`src/rtl/uart_rxb_pkg.sv`:
```
package uart_rxb_pkg;
    localparam int DATA_W = 8;

    typedef struct packed {
        logic [DATA_W-1:0] data;
        logic              ferr;
        logic              perr;
        logic              ovr;
    } rxb_entry_t;
endpackage

```
`src/rtl/rxb_frame_check.sv`:
```
module rxb_frame_check
    import uart_rxb_pkg::*;
(
    input  logic [DATA_W-1:0] data,
    input  logic              stop_bit,
    input  logic              par_bit,
    input  logic              par_en,
    input  logic              par_odd,
    output rxb_entry_t        entry
);
    always_comb begin
        entry.data = data;
        // only the first stop bit is looked at
        entry.ferr = ~stop_bit;
        // even: data^par must be 0, odd: must be 1
        entry.perr = par_en & ((^data) ^ par_bit ^ par_odd);
        entry.ovr  = 1'b0;
    end
endmodule

```
`src/rtl/rxb_fifo.sv`:
```
module rxb_fifo
    import uart_rxb_pkg::*;
#(
    parameter int DEPTH = 2
) (
    input  logic                         clk,
    input  logic                         rst,
    input  logic                         flush,
    input  logic                         push,
    input  rxb_entry_t                   push_entry,
    input  logic                         pop,
    output rxb_entry_t                   head,
    output logic [$clog2(DEPTH+1)-1:0]   count
);
    localparam int PW = (DEPTH > 1) ? $clog2(DEPTH) : 1;
    localparam int CW = $clog2(DEPTH+1);
    localparam logic [CW-1:0] FULL_CNT = CW'(DEPTH);

    typedef struct packed {
        rxb_entry_t [DEPTH-1:0] mem;
        logic [PW-1:0]          wp;
        logic [PW-1:0]          rp;
        logic [CW-1:0]          cnt;
    } fifo_st_t;

    fifo_st_t s_d, s_q;

    function automatic logic [PW-1:0] ptr_inc(input logic [PW-1:0] p);
        return (p == PW'(DEPTH-1)) ? '0 : p + 1'b1;
    endfunction

    always_comb begin
        logic do_pop, do_push;
        s_d     = s_q;
        do_pop  = pop && (s_q.cnt != '0);
        do_push = push && ((s_q.cnt != FULL_CNT) || do_pop);
        if (flush) begin
            s_d.wp  = '0;
            s_d.rp  = '0;
            s_d.cnt = '0;
        end else begin
            if (do_push) begin
                s_d.mem[s_q.wp] = push_entry;
                s_d.wp          = ptr_inc(s_q.wp);
            end
            if (do_pop) begin
                s_d.rp = ptr_inc(s_q.rp);
            end
            s_d.cnt = s_q.cnt + CW'(do_push) - CW'(do_pop);
        end
    end

    always_ff @(posedge clk) begin
        if (rst) s_q <= '0;
        else     s_q <= s_d;
    end

    assign head  = s_q.mem[s_q.rp];
    assign count = s_q.cnt;
endmodule

```
`src/rtl/uart_rx_buffer.sv`:
```
module uart_rx_buffer
    import uart_rxb_pkg::*;
#(
    parameter int DEPTH = 2
) (
    input  logic              clk,
    input  logic              rst,
    input  logic              rx_en,
    input  logic              par_en,
    input  logic              par_odd,
    input  logic              irq_en,
    input  logic              frame_valid,
    input  logic [DATA_W-1:0] frame_data,
    input  logic              frame_stop,
    input  logic              frame_par,
    input  logic              start_det,
    input  logic              rd_pop,
    output logic [DATA_W-1:0] rd_byte,
    output logic              rx_done,
    output logic              err_frame,
    output logic              err_parity,
    output logic              err_overrun,
    output logic              irq
);
    localparam int CW = $clog2(DEPTH+1);
    localparam logic [CW-1:0] FULL_CNT = CW'(DEPTH);

    typedef struct packed {
        rxb_entry_t        hold;
        logic              hold_v;
        logic              lost;
        logic [DATA_W-1:0] last;
    } ctl_st_t;

    ctl_st_t    c_d, c_q;
    rxb_entry_t new_entry, push_entry, head;
    logic       push, flush, pop_ok, full, space;
    logic [CW-1:0] count;

    rxb_frame_check u_check (
        .data     (frame_data),
        .stop_bit (frame_stop),
        .par_bit  (frame_par),
        .par_en   (par_en),
        .par_odd  (par_odd),
        .entry    (new_entry)
    );

    rxb_fifo #(.DEPTH(DEPTH)) u_fifo (
        .clk        (clk),
        .rst        (rst),
        .flush      (flush),
        .push       (push),
        .push_entry (push_entry),
        .pop        (pop_ok),
        .head       (head),
        .count      (count)
    );

    assign full   = (count == FULL_CNT);
    assign pop_ok = rd_pop && (count != '0);
    assign space  = !full || pop_ok;

    always_comb begin
        c_d        = c_q;
        push       = 1'b0;
        flush      = 1'b0;
        push_entry = c_q.hold;
        if (!rx_en) begin
            flush    = 1'b1;
            c_d.hold_v = 1'b0;
            c_d.lost   = 1'b0;
        end else begin
            // a start bit with nowhere to go discards the waiting frame
            if (start_det && full && c_q.hold_v && !pop_ok) begin
                c_d.lost   = 1'b1;
                c_d.hold_v = 1'b0;
            end
            // waiting frame moves into a freed slot
            if (c_q.hold_v && space) begin
                push           = 1'b1;
                push_entry     = c_q.hold;
                push_entry.ovr = c_q.lost;
                c_d.hold_v     = 1'b0;
                c_d.lost       = 1'b0;
            end
            if (frame_valid) begin
                if (!push && space && !c_d.hold_v) begin
                    push           = 1'b1;
                    push_entry     = new_entry;
                    push_entry.ovr = c_d.lost;
                    c_d.lost       = 1'b0;
                end else begin
                    if (c_d.hold_v) c_d.lost = 1'b1;
                    c_d.hold   = new_entry;
                    c_d.hold_v = 1'b1;
                end
            end
        end
        if (pop_ok) c_d.last = head.data;
    end

    always_ff @(posedge clk) begin
        if (rst) c_q <= '0;
        else     c_q <= c_d;
    end

    assign rx_done     = (count != '0);
    assign rd_byte     = rx_done ? head.data : c_q.last;
    assign err_frame   = rx_done & head.ferr;
    assign err_parity  = rx_done & head.perr;
    assign err_overrun = rx_done & head.ovr;
    assign irq         = rx_done & irq_en;
endmodule

```
`config.mk`:
```
export PLATFORM = sky130hd
export DESIGN_NAME = uart_rx_buffer
export DESIGN_NICKNAME = d
export VERILOG_FILES = /design/src/rtl/uart_rxb_pkg.sv /design/src/rtl/rxb_frame_check.sv /design/src/rtl/rxb_fifo.sv /design/src/rtl/uart_rx_buffer.sv
export SDC_FILE = /design/constraint.sdc
export NUM_CORES = 1
export LEC_CHECK = 0
export ABC_AREA = 1
export ABC_CLOCK_PERIOD_IN_PS = 1700
export BUFFER_PORTS_ARGS = -buffer_cell sky130_fd_sc_hd__buf_2
export CAP_MARGIN = 10
export CORE_ASPECT_RATIO = 0.5
export CORE_MARGIN = 1
export CORE_UTILIZATION = 45
export DETAILED_ROUTE_END_ITERATION = 7
export GPL_ROUTABILITY_DRIVEN = 1
export PLACE_DENSITY = 0.68
export RECOVER_POWER = 25
export SKIP_CTS_REPAIR_TIMING = 1
export SYNTH_ARGS = -nofsm -noshare
export SYNTH_HDL_FRONTEND = slang
export SYNTH_SLANG_ARGS = --single-unit
```
`constraint.sdc`:
```
create_clock -name clk -period 1.7 [get_ports clk]
set_input_delay 0 -clock clk [delete_from_list [all_inputs] [get_ports clk]]
set_output_delay 0 -clock clk [all_outputs]
set_load 0.03 [all_outputs]
```
---- Yosys cells after proc, flatten, opt, wreduce, memory -nomap -nowiden ----
Cells that the tools add are included.
cells by class
  order comparisons ....................... 3
  reduce and logical (&&, ||, !) cells .... 21
  equality and inequality tests ........... 2
  mux-type cells .......................... 24
  add/subtract/negate cells ............... 4
  bitwise logic cells ..................... 10
operators by type and width
  operator             count
  $mux 11              6
  $bwmux 22            1
  $demux 11 s1         1
  $mux 1               11
  $logic_and 1x1->1    10
  $mux 2               4
  $mux 8               1
  $reduce_xor 8->1     1
  $and 1x1->1          5
  $logic_not 1->1      4
  $lt 1x2->1 const B   2
  $not 1->1            3
  $reduce_and 3->1     1
  $add 1x1->1 const B  2
  $add 2x1->2          1
  $eq 2x2->1 const B   1
  $logic_or 1x1->1     2
  $ne 2x2->1 const B   1
  $reduce_and 2->1     1
  $reduce_bool 2->1    1
  $reduce_or 2->1      1
  $sub 2x1->2          1
  $xor 1x1->1          2
  $ge 1x1->1 const B   1
storage, ports and cells
  register bits ........................... 46
  input bits .............................. 19
  output and inout bits ................... 13
  word-level logic and storage cells ...... 81

---- Longest topological paths before layout ----
Gate-level depths: netlist (run 1).
  depth after elaboration ................. 15
  mapped depth ............................ 14
  mapped depth without buffers ............ 14

---- Hierarchy ----
A second synthesis (run 1) with hierarchy kept.
unflattened totals
  cell total of the unflattened synthesis .. 462
  area, all modules ....................... 2,902.8 µm²
modules (own cells, without submodules)
  module           cells an instance  area an instance (µm²)  times used  sequential area each (µm²)
  rxb_fifo         236                1,524.0                 1           520.5
  uart_rx_buffer   183                1,144.8                 1           420.4
  rxb_frame_check  43                 234.0                   1           0.0

---- Least setup slack after synthesis (run 1) ----
OpenSTA, ideal clock, no wires.
  path type ............................... register to register
  from .................................... register u_fifo.s_q, in the netlist u_fifo.count[1]
  to ...................................... register u_fifo.s_q, in the netlist u_fifo.count[1]
  required time ........................... 1.585 ns
  path buffers ............................ 1
  data arrival time ....................... 1.646 ns
  clock period less this slack ............ 1.761 ns
  slack ................................... -0.061 ns
  library setup time ...................... 0.115 ns
  cell stages (with the launch flop) ...... 8
  cells stage by stage .................... dfxtp_1 nor2_1 nor2_2 buf_2 ha_1 or2_1 xor2_1 and2_1
between the ends
  longest elaborated chain between the ends .. 15
  elaborated cells on any way between the ends .. 28
  those cells by class .................... 2 x add/sub; 2 x eq/ne; 8 x mux; 16 x reduce/logical
RTL lines
  item                                                         line                                        source
  start: declaration                                           rxb_fifo.sv:26                              fifo_st_t s_d, s_q;
  start signal: assignment                                     rxb_fifo.sv:54                              if (rst) s_q <= '0;
  start signal: assignment                                     rxb_fifo.sv:55                              else s_q <= s_d;
  $reduce_bool 2->1 (*)                                        uart_rx_buffer.sv:61                        assign pop_ok = rd_pop && (count != '0);
  $logic_and 1x1->1 (*)                                        uart_rx_buffer.sv:61
  named net pop_ok                                             uart_rx_buffer.sv:37                        logic push, flush, pop_ok, full, space;
  $logic_not 1->1 / $logic_or 1x1->1 (equally long branches)   uart_rx_buffer.sv:75, uart_rx_buffer.sv:62
  $logic_and 1x1->1, on equally long branches                  uart_rx_buffer.sv:75, uart_rx_buffer.sv:80
  $mux 2 / $mux 1 (equally long branches)                      uart_rx_buffer.sv:75, uart_rx_buffer.sv:80
  $mux 2 / $mux 1 (equally long branches)                      uart_rx_buffer.sv:80, uart_rx_buffer.sv:69
  $mux 2 / $logic_not 1->1 (equally long branches)             uart_rx_buffer.sv:69, uart_rx_buffer.sv:88
  $logic_not 1->1 / $logic_and 1x1->1 (equally long branches)  uart_rx_buffer.sv:88                        if (!push && space && !c_d.hold_v) begin
  $logic_and 1x1->1                                            uart_rx_buffer.sv:88
  $mux 1                                                       uart_rx_buffer.sv:88
  $mux 1                                                       uart_rx_buffer.sv:87                        if (frame_valid) begin
  $mux 1                                                       uart_rx_buffer.sv:69                        if (!rx_en) begin
  $logic_and 1x1->1                                            rxb_fifo.sv:36                              do_push = push && ((s_q.cnt != FULL_CNT) || do_pop);
  $add 2x1->2                                                  rxb_fifo.sv:49                              s_d.cnt = s_q.cnt + CW'(do_push) - CW'(do_pop);
  $sub 2x1->2 (*)                                              rxb_fifo.sv:49
Mark *: on every way through the listed nets, which the timed path passes. The rest lies on a longest branch. The select of a mux whose other input is x is not followed.
A chain may end at the register's enable or synchronous reset.

---- Final worst setup path (run 1) ----
  from .................................... register u_fifo.s_q, in the netlist u_fifo.count[1]
  to ...................................... register u_fifo.s_q, in the netlist u_fifo.count[1]
between the ends
  longest elaborated chain between the ends .. 15
  elaborated cells on any way between the ends .. 28
  those cells by class .................... 2 x add/sub; 2 x eq/ne; 8 x mux; 16 x reduce/logical
RTL lines
  item                                                         line                                                        source
  $eq 2x2->1 / $reduce_bool 2->1 (equally long branches)       uart_rx_buffer.sv:60, rxb_fifo.sv:35, uart_rx_buffer.sv:61
  $logic_and 1x1->1 (tied with other cells) (2 in series)      uart_rx_buffer.sv:75                                        if (start_det && full && c_q.hold_v && !pop_ok) begin
  $logic_and 1x1->1, on equally long branches                  uart_rx_buffer.sv:75, uart_rx_buffer.sv:80
  $mux 2 / $mux 1 (equally long branches)                      uart_rx_buffer.sv:75, uart_rx_buffer.sv:80
  $mux 2 / $mux 1 (equally long branches)                      uart_rx_buffer.sv:80, uart_rx_buffer.sv:69
  $mux 2 / $logic_not 1->1 (equally long branches)             uart_rx_buffer.sv:69, uart_rx_buffer.sv:88
  $logic_not 1->1 / $logic_and 1x1->1 (equally long branches)  uart_rx_buffer.sv:88
  $logic_and 1x1->1                                            uart_rx_buffer.sv:88
  $mux 1                                                       uart_rx_buffer.sv:88
  $mux 1                                                       uart_rx_buffer.sv:87
  $mux 1                                                       uart_rx_buffer.sv:69
  $logic_and 1x1->1                                            rxb_fifo.sv:36
  $add 2x1->2                                                  rxb_fifo.sv:49
  $sub 2x1->2 (*)                                              rxb_fifo.sv:49
Mark *: on every way between the ends. The rest lies on a longest branch, timed or not. The select of a mux whose other input is x is not followed.

==> results of run 1 <==
## registers in the layout, summed over array words and instances, names as in the netlist
register,flops
u_fifo.s_q,24
c_q,20
u_fifo.count,2
## kinds of logic after synthesis
group | after synthesis | synth area share [%]
AO/OA/AOI/OAI | 107 | 26.93
XOR/XNOR | 3 | 1.152
flip-flops | 46 | 40.37
adder cells (fa/ha/maj) | 1 | 0.5485
buffers and inverters | 74 | 13.00
AND/OR/NAND/NOR | 96 | 17.99
## per-layer routing
metal  vias up  wire length [um]  global-route usage (%)
met5         -                 0                       0
met4         0                 5                   5.000
met3         2               311                   4.133
met2        53              1969                   30.33
met1       948              2475                   28.64
li1       1106                 -                       -
## synthesized netlist by cell type (7+ instances only)
cell / instances
nand2_1: 62
clkbuf_1: 10
dfxtp_1: 46
a211oi_1: 8
o21ai_0: 50
nor2_1: 19
inv_1: 56
nand3_1: 7
a21oi_1: 28
o21a_1: 10
o21ai_2: 9
## worst register-to-register path: stages, from the launching register on
cell and delay (ns):
dfxtp_1 0.35, nor2_1 0.23, nor2_4 0.06, ha_1 0.30, or2_1 0.26, xor2_1 0.14
and2_1 0.14
## through the flow
step,worst slack [ns],total power [W],hold slack (ns)
2_1_floorplan,0.03905,0.001417,0.09040
3_3_place_gp,0.1853,0.001499,0.2100
3_5_place_dp,0.1059,0.001511,0.2174
4_1_cts,0.08683,0.002499,-0.1025
5_1_grt,0.03343,0.002598,0.01505
6_report,0.1231,0.002490,-0.002043
## how the worst max path moves through the flow
| stage | slack [ns] | end | from | depth (start not counted) |
|---|---|---|---|---|
| after CTS | 0.09 | u_fifo.s_q[23] | u_fifo.count[0] | 9 |
| after global placement | 0.19 | u_fifo.count[1] | u_fifo.count[1] | 6 |
| after detailed placement | 0.11 | u_fifo.s_q[23] | u_fifo.count[0] | 9 |
| final | 0.12 | u_fifo.count[1] | u_fifo.count[1] | 6 |
| after global routing | 0.03 | err_frame | u_fifo.count[1] | 6 |
| after floorplan | 0.04 | u_fifo.count[1] | u_fifo.count[1] | 7 |
## area by class of cell
type	instances	area [um2]	area share, %
clock buffer	6	82.58	3.077
clock inverter	2	60.06	2.238
inverter	59	227.7	8.485
multi-input combinational	207	1075	40.05
sequential	46	920.9	34.31
tap	66	82.58	3.077
timing repair buffer	41	235.2	8.765
## power by group through the flow
stage	Clock (W)	Combinational [W]	Sequential, W
finish	0.000996	0.000353	0.00114
global route	0.00105	0.000400	0.00115
CTS	0.00101	0.000346	0.00114
detailed placement	0	0.000345	0.00117
global placement	0	0.000335	0.00116
floorplan	0	0.000256	0.00116
==> results by group, run 1 <==
Finish
  • Most frequent cells in the layout: nand2_1, inv_1, o21ai_0
  • Fillers: 453
  • Diodes inserted: 0
  • Layout area overhead: 17.66%
  • Share of cells above drive strength 1: 17.73%
  • Final core occ: 57.88%
  • Final nets: 380
  • Commonest non-fill, non-tap cell in the layout: nand2_1
  • Final Cell Area: 0.002684 mm2
  • Non-filler cells, final: 427

Clock network
  • CTS sink cnt: 46
  • CTS Root Cell: clkbuf_8
  • H-tree Lvls: 2
  • Clock transition at the registers of the reported paths: 0.09 ns
  • CTS tree: built
  • Clk_lat worst skew: 0.30 ns
  • Clk buf depth: 2
  • CTS Buf Count: 5

Power
  • Worst IR drop on VDD: 0.0003520 V
  • Flop pwr share: 45.8%
  • Int Power: 0.001870 W
  • Switch Pwr: 0.0006196 W
  • Leak pwr: 1.309 nW
  • Net Sw Frac: 24.89%
  • Comb pwr share: 14.2%
  • Pwr Density: 927.7 mW/mm2
  • Clk pwr share: 40.0%

Placed design
  • IO buf count: 31
  • DP Cell Count: 416
  • Placed Area: 0.002501 mm2
  • Final HPWL DP: 3.499 mm
  • Gpl congestion: 0.7560

Critical path
  • End of the worst register-to-register path: u_fifo.count[1]
  • Worst EP arrival: 1.77 ns
  • Worst setup EP type: flop
  • Setup slack, reg-to-reg: 0.12 ns
  • Worst path required time: 1.90 ns
  • Cells on worst reg2reg path: 6
  • CP peak stage delay: 0.35 ns
  • Worst Path Max Fanout: 3
  • Critical path type: flop to flop
  • FF-to-FF Start: u_fifo.count[1]
  • Worst setup SP type: flop
  • Delay-heaviest family, CP: simple AND/OR/NAND/NOR gates
  • Slowest stage cell, crit path: dfxtp_1
  • Crit path cell chain: nor2_1 > nor2_4 > ha_1 > or2_1 > xor2_1 > and2_1
  • Buf/Inv on CP: 0

Yosys
  • Synth warn: 0
  • Share of the synthesized area in the top cell type: 40.37%
  • Async set-reset flop share out of synthesis: 0%
  • Post-Syn Area per Cell: 6.975 um2
  • EDFF count, synth: 0
  • Syn Inst Count: 327
  • Synth cell types: 26
  • Post-Syn Area: 0.002281 mm2
  • Sequential area share after synthesis: 40.37%
  • Synth Register Bits: 46
  • Synth area leader: dfxtp_1
  • Area contributors post-synth: dfxtp_1, o21ai_0, nand2_1
  • Syn nets: 347
  • Post-synth top flop: dfxtp_1

Routing
  • Per-cell routed wire length: 11.15 um
  • Vias/cell: 4.939
  • Final WL: 4.762 mm
  • DRT Pass-1 Iters: 4
  • 1st-iter DRT viols: 127
  • Via count: 2109
  • DRT antenna net count: 0
  • DRC Markers: 0

Worst hold path
  • Worst Hold Endpoint: c_q[14]
  • HP Start: frame_data[1]
  • Hold Crit Class: primary input to flop
  • Hold-critical path depth: 3

GRT
  • Vias in the first global route: 1802
  • Remaining global-route overflow: 0
  • Initial antenna violation count: 0
  • Pin count of the biggest net entering global routing: 23
  • GRT Util Overall: 19.95%
  • First-pass GRT wire length: 8.100 mm

STA
  • Setup_tns: 0 ns
  • Final setup violation count: 0
  • Final period util: 92.76%
  • Fin. max-slew vios: 0
  • Period minus WS final: 1.577 ns
  • Worst Max-Slew Pin Slew: 0.6276 ns
  • Final count of hold timing violations: 1
  • Relative max-transition margin: 58.11%
  • Fmax: 634.2 MHz
  • WHS: -0.002043 ns
  • Setup Skew: 0.004337 ns
  • RSZ-0062 raised after global routing: no

Die
  • Row cnt: 17
  • Die width: 102.7 um
  • Initial Utilization: 49.19%
  • I/O pins: 32
  • Die Y: 52.35 um
  • Die area: 0.005375 mm2
  • Core area: 0.004637 mm2

Outcome
  • Status: complete, but fails checks
  • Failing checks: hold timing

Job
  • MaxCap Viol Count: 0
No activity file was read; power rests on OpenSTA's default activity.
==> run 2, diff against run 1 <==
--- a/config.mk
+++ b/config.mk
@@ -6,7 +6,7 @@
 export NUM_CORES = 1
 export LEC_CHECK = 0
 export ABC_AREA = 1
-export ABC_CLOCK_PERIOD_IN_PS = 1700
+export ABC_CLOCK_PERIOD_IN_PS = 1270
 export BUFFER_PORTS_ARGS = -buffer_cell sky130_fd_sc_hd__buf_2
 export CAP_MARGIN = 10
 export CORE_ASPECT_RATIO = 0.5
@@ -17,6 +17,7 @@
 export PLACE_DENSITY = 0.68
 export RECOVER_POWER = 25
 export SKIP_CTS_REPAIR_TIMING = 1
+export SLEW_MARGIN = 20
 export SYNTH_ARGS = -nofsm -noshare
 export SYNTH_HDL_FRONTEND = slang
 export SYNTH_SLANG_ARGS = --single-unit
==> constraint.sdc (replaced) <==
create_clock -name clk -period 1.27 [get_ports clk]
set_input_delay 0 -clock clk [delete_from_list [all_inputs] [get_ports clk]]
set_output_delay 0 -clock clk [all_outputs]
set_load 0.03 [all_outputs]
==> results by group, run 2 (synthesis results as in run 1) <==
Critical path
  • Worst Path Max Fanout: 10
  • Worst path required time: 1.46 ns
  • Cells on worst reg2reg path: 10
  • Critical path type: flop to flop
  • Setup slack, reg-to-reg: -0.28 ns
  • Worst setup EP type: flop
  • FF-to-FF Start: u_fifo.count[0]
  • Worst setup SP type: flop
  • End of the worst register-to-register path: u_fifo.s_q[20]
  • Worst EP arrival: 1.73 ns

Die
  • I/O pins: 32
  • Die Y: 52.35 um
  • Row cnt: 17
  • Initial Utilization: 49.19%
  • Core area: 0.004637 mm2
  • Die width: 102.7 um
  • Die area: 0.005375 mm2

STA
  • Fmax: 645.9 MHz
  • Setup Skew: 0.005918 ns
  • RSZ-0062 raised after global routing: yes
  • Relative max-transition margin: 78.65%
  • Final period util: 121.9%
  • Fin. max-slew vios: 0
  • Worst Max-Slew Pin Slew: 0.3190 ns
  • Final setup violation count: 35
  • Setup_tns: -5.234 ns
  • Final count of hold timing violations: 0
  • Period minus WS final: 1.548 ns
  • WHS: 0.004590 ns
  • Final WS setup: -0.2783 ns

Routing
  • 1st-iter DRT viols: 97
  • DRT Pass-1 Iters: 4
  • Per-cell routed wire length: 13.54 um
  • DRC Markers: 0
  • Wire length on met1: 2.908 mm
  • WL met3: 289 um
  • Max Used Layer: met4
  • Met2 wire len: 2.851 mm
  • Final WL: 6.068 mm
  • DRT antenna net count: 0
  • Via count: 2276
  • Vias/cell: 5.080

Job
  • MaxCap Viol Count: 0

Finish
  • Final nets: 402
  • Most frequent cells in the layout: nand2_1, inv_1, dfxtp_1
  • Layout area overhead: 43.72%
  • Fillers: 362
  • Max reg flops: 24
  • Diodes inserted: 0
  • Reg with most FFs: u_fifo.s_q
  • Commonest non-fill, non-tap cell in the layout: nand2_1
  • Final core occ: 70.70%
  • Share of cells above drive strength 1: 34.29%

GRT
  • Initial antenna violation count: 0
  • GRT Util Overall: 20.78%
  • First-pass GRT wire length: 8.404 mm
  • Remaining global-route overflow: 0
  • Vias in the first global route: 1882
  • Pin count of the biggest net entering global routing: 25

Outcome
  • Failing checks: setup timing
  • Status: complete, but fails checks

Worst hold path
  • Worst Hold Endpoint: c_q[15]
  • HP Start: frame_data[2]
  • Hold Crit Class: primary input to flop
  • Hold-critical path depth: 3

Clock network
  • CTS Root Cell: clkbuf_8
  • CTS Buf Count: 5
  • Clk buf depth: 2
  • CTS tree: built
  • H-tree Lvls: 2
  • Clk_lat worst skew: 0.30 ns
  • Clock transition at the registers of the reported paths: 0.09 ns
  • CTS sink cnt: 46

Placed design
  • Gpl congestion: 0.8107
  • Final HPWL DP: 3.676 mm
  • IO buf count: 31
  • Place WS: -0.2384 ns

Power
  • Pwr Density: 955.5 mW/mm2
  • Leak pwr: 1.508 nW
  • Worst IR drop on VDD: 0.0004501 V
[run 2: cell types whose count changed in the layout (fill, tap and decap cells not counted), moves of 5 or more]
cell | before | now
buf_12 | 0 | 6
buf_2 | 31 | 19
buf_4 | 6 | 13
buf_6 | 0 | 17
clkbuf_16 | 0 | 5
nand2_1 | 62 | 54
nand2_2 | 0 | 5
o21ai_0 | 50 | 11
o21ai_1 | 2 | 19
o21ai_2 | 9 | 26
o21ai_4 | 0 | 5
[run 2: worst max-delay path: stages, from the launching register on]
cell and delay, ns:
dfxtp_2 0.36, inv_2 0.06, nand3_4 0.08, nand2_4 0.07
nor3_4 0.25, clkinv_4 0.10, buf_12 0.15, nand2_1 0.06
o21ai_2 0.06, o21ai_1 0.16, inv_1 0.08
[run 2: where the power goes]
part,switching (W),leakage (nW),internal (W)
clock,0.000499,0.0438,0.000371
sequential,0.0000395,0.376,0.00150
combinational,0.000407,1.09,0.000317
[run 2: how the worst max path moves through the flow]
stage / start / slack (ns) / to
2_1_floorplan: u_fifo.count[1] / -0.25 / u_fifo.count[1]
3_3_place_gp: u_fifo.count[0] / -0.15 / u_fifo.s_q[7]
3_5_place_dp: u_fifo.count[0] / -0.24 / u_fifo.s_q[14]
4_1_cts: u_fifo.count[0] / -0.28 / u_fifo.s_q[19]
5_1_grt: u_fifo.count[0] / -0.35 / u_fifo.s_q[20]
6_report: u_fifo.count[0] / -0.28 / u_fifo.s_q[20]
[run 2: layout make-up]
class / instances / area, um2 / share of cell area, %
well taps: 66 / 82.58 / 2.519
inverters: 59 / 239.0 / 7.290
multi-input cells: 207 / 1294 / 39.47
clock inverters: 2 / 10.01 / 0.3053
clock buffers: 5 / 68.82 / 2.099
repair buffers: 63 / 656.9 / 20.04
flip-flops and latches: 46 / 927.1 / 28.28
[run 2: through the flow]
step                std cells  total power [W]  instance area [um2]
floorplan                 327         0.001914                 2340
global placement          425         0.002060                 2666
detailed placement        425         0.002076                 2666
CTS                       432         0.002910                 2745
global route              448         0.003267                 3278
finish                    448         0.003132                 3278
[run 2: metal layers]
metal,vias to the layer above,GRT usage (%)
li1,1155,-
met1,1052,28.61
met2,66,33.67
met3,3,4.000
met4,0,5.000
met5,-,0
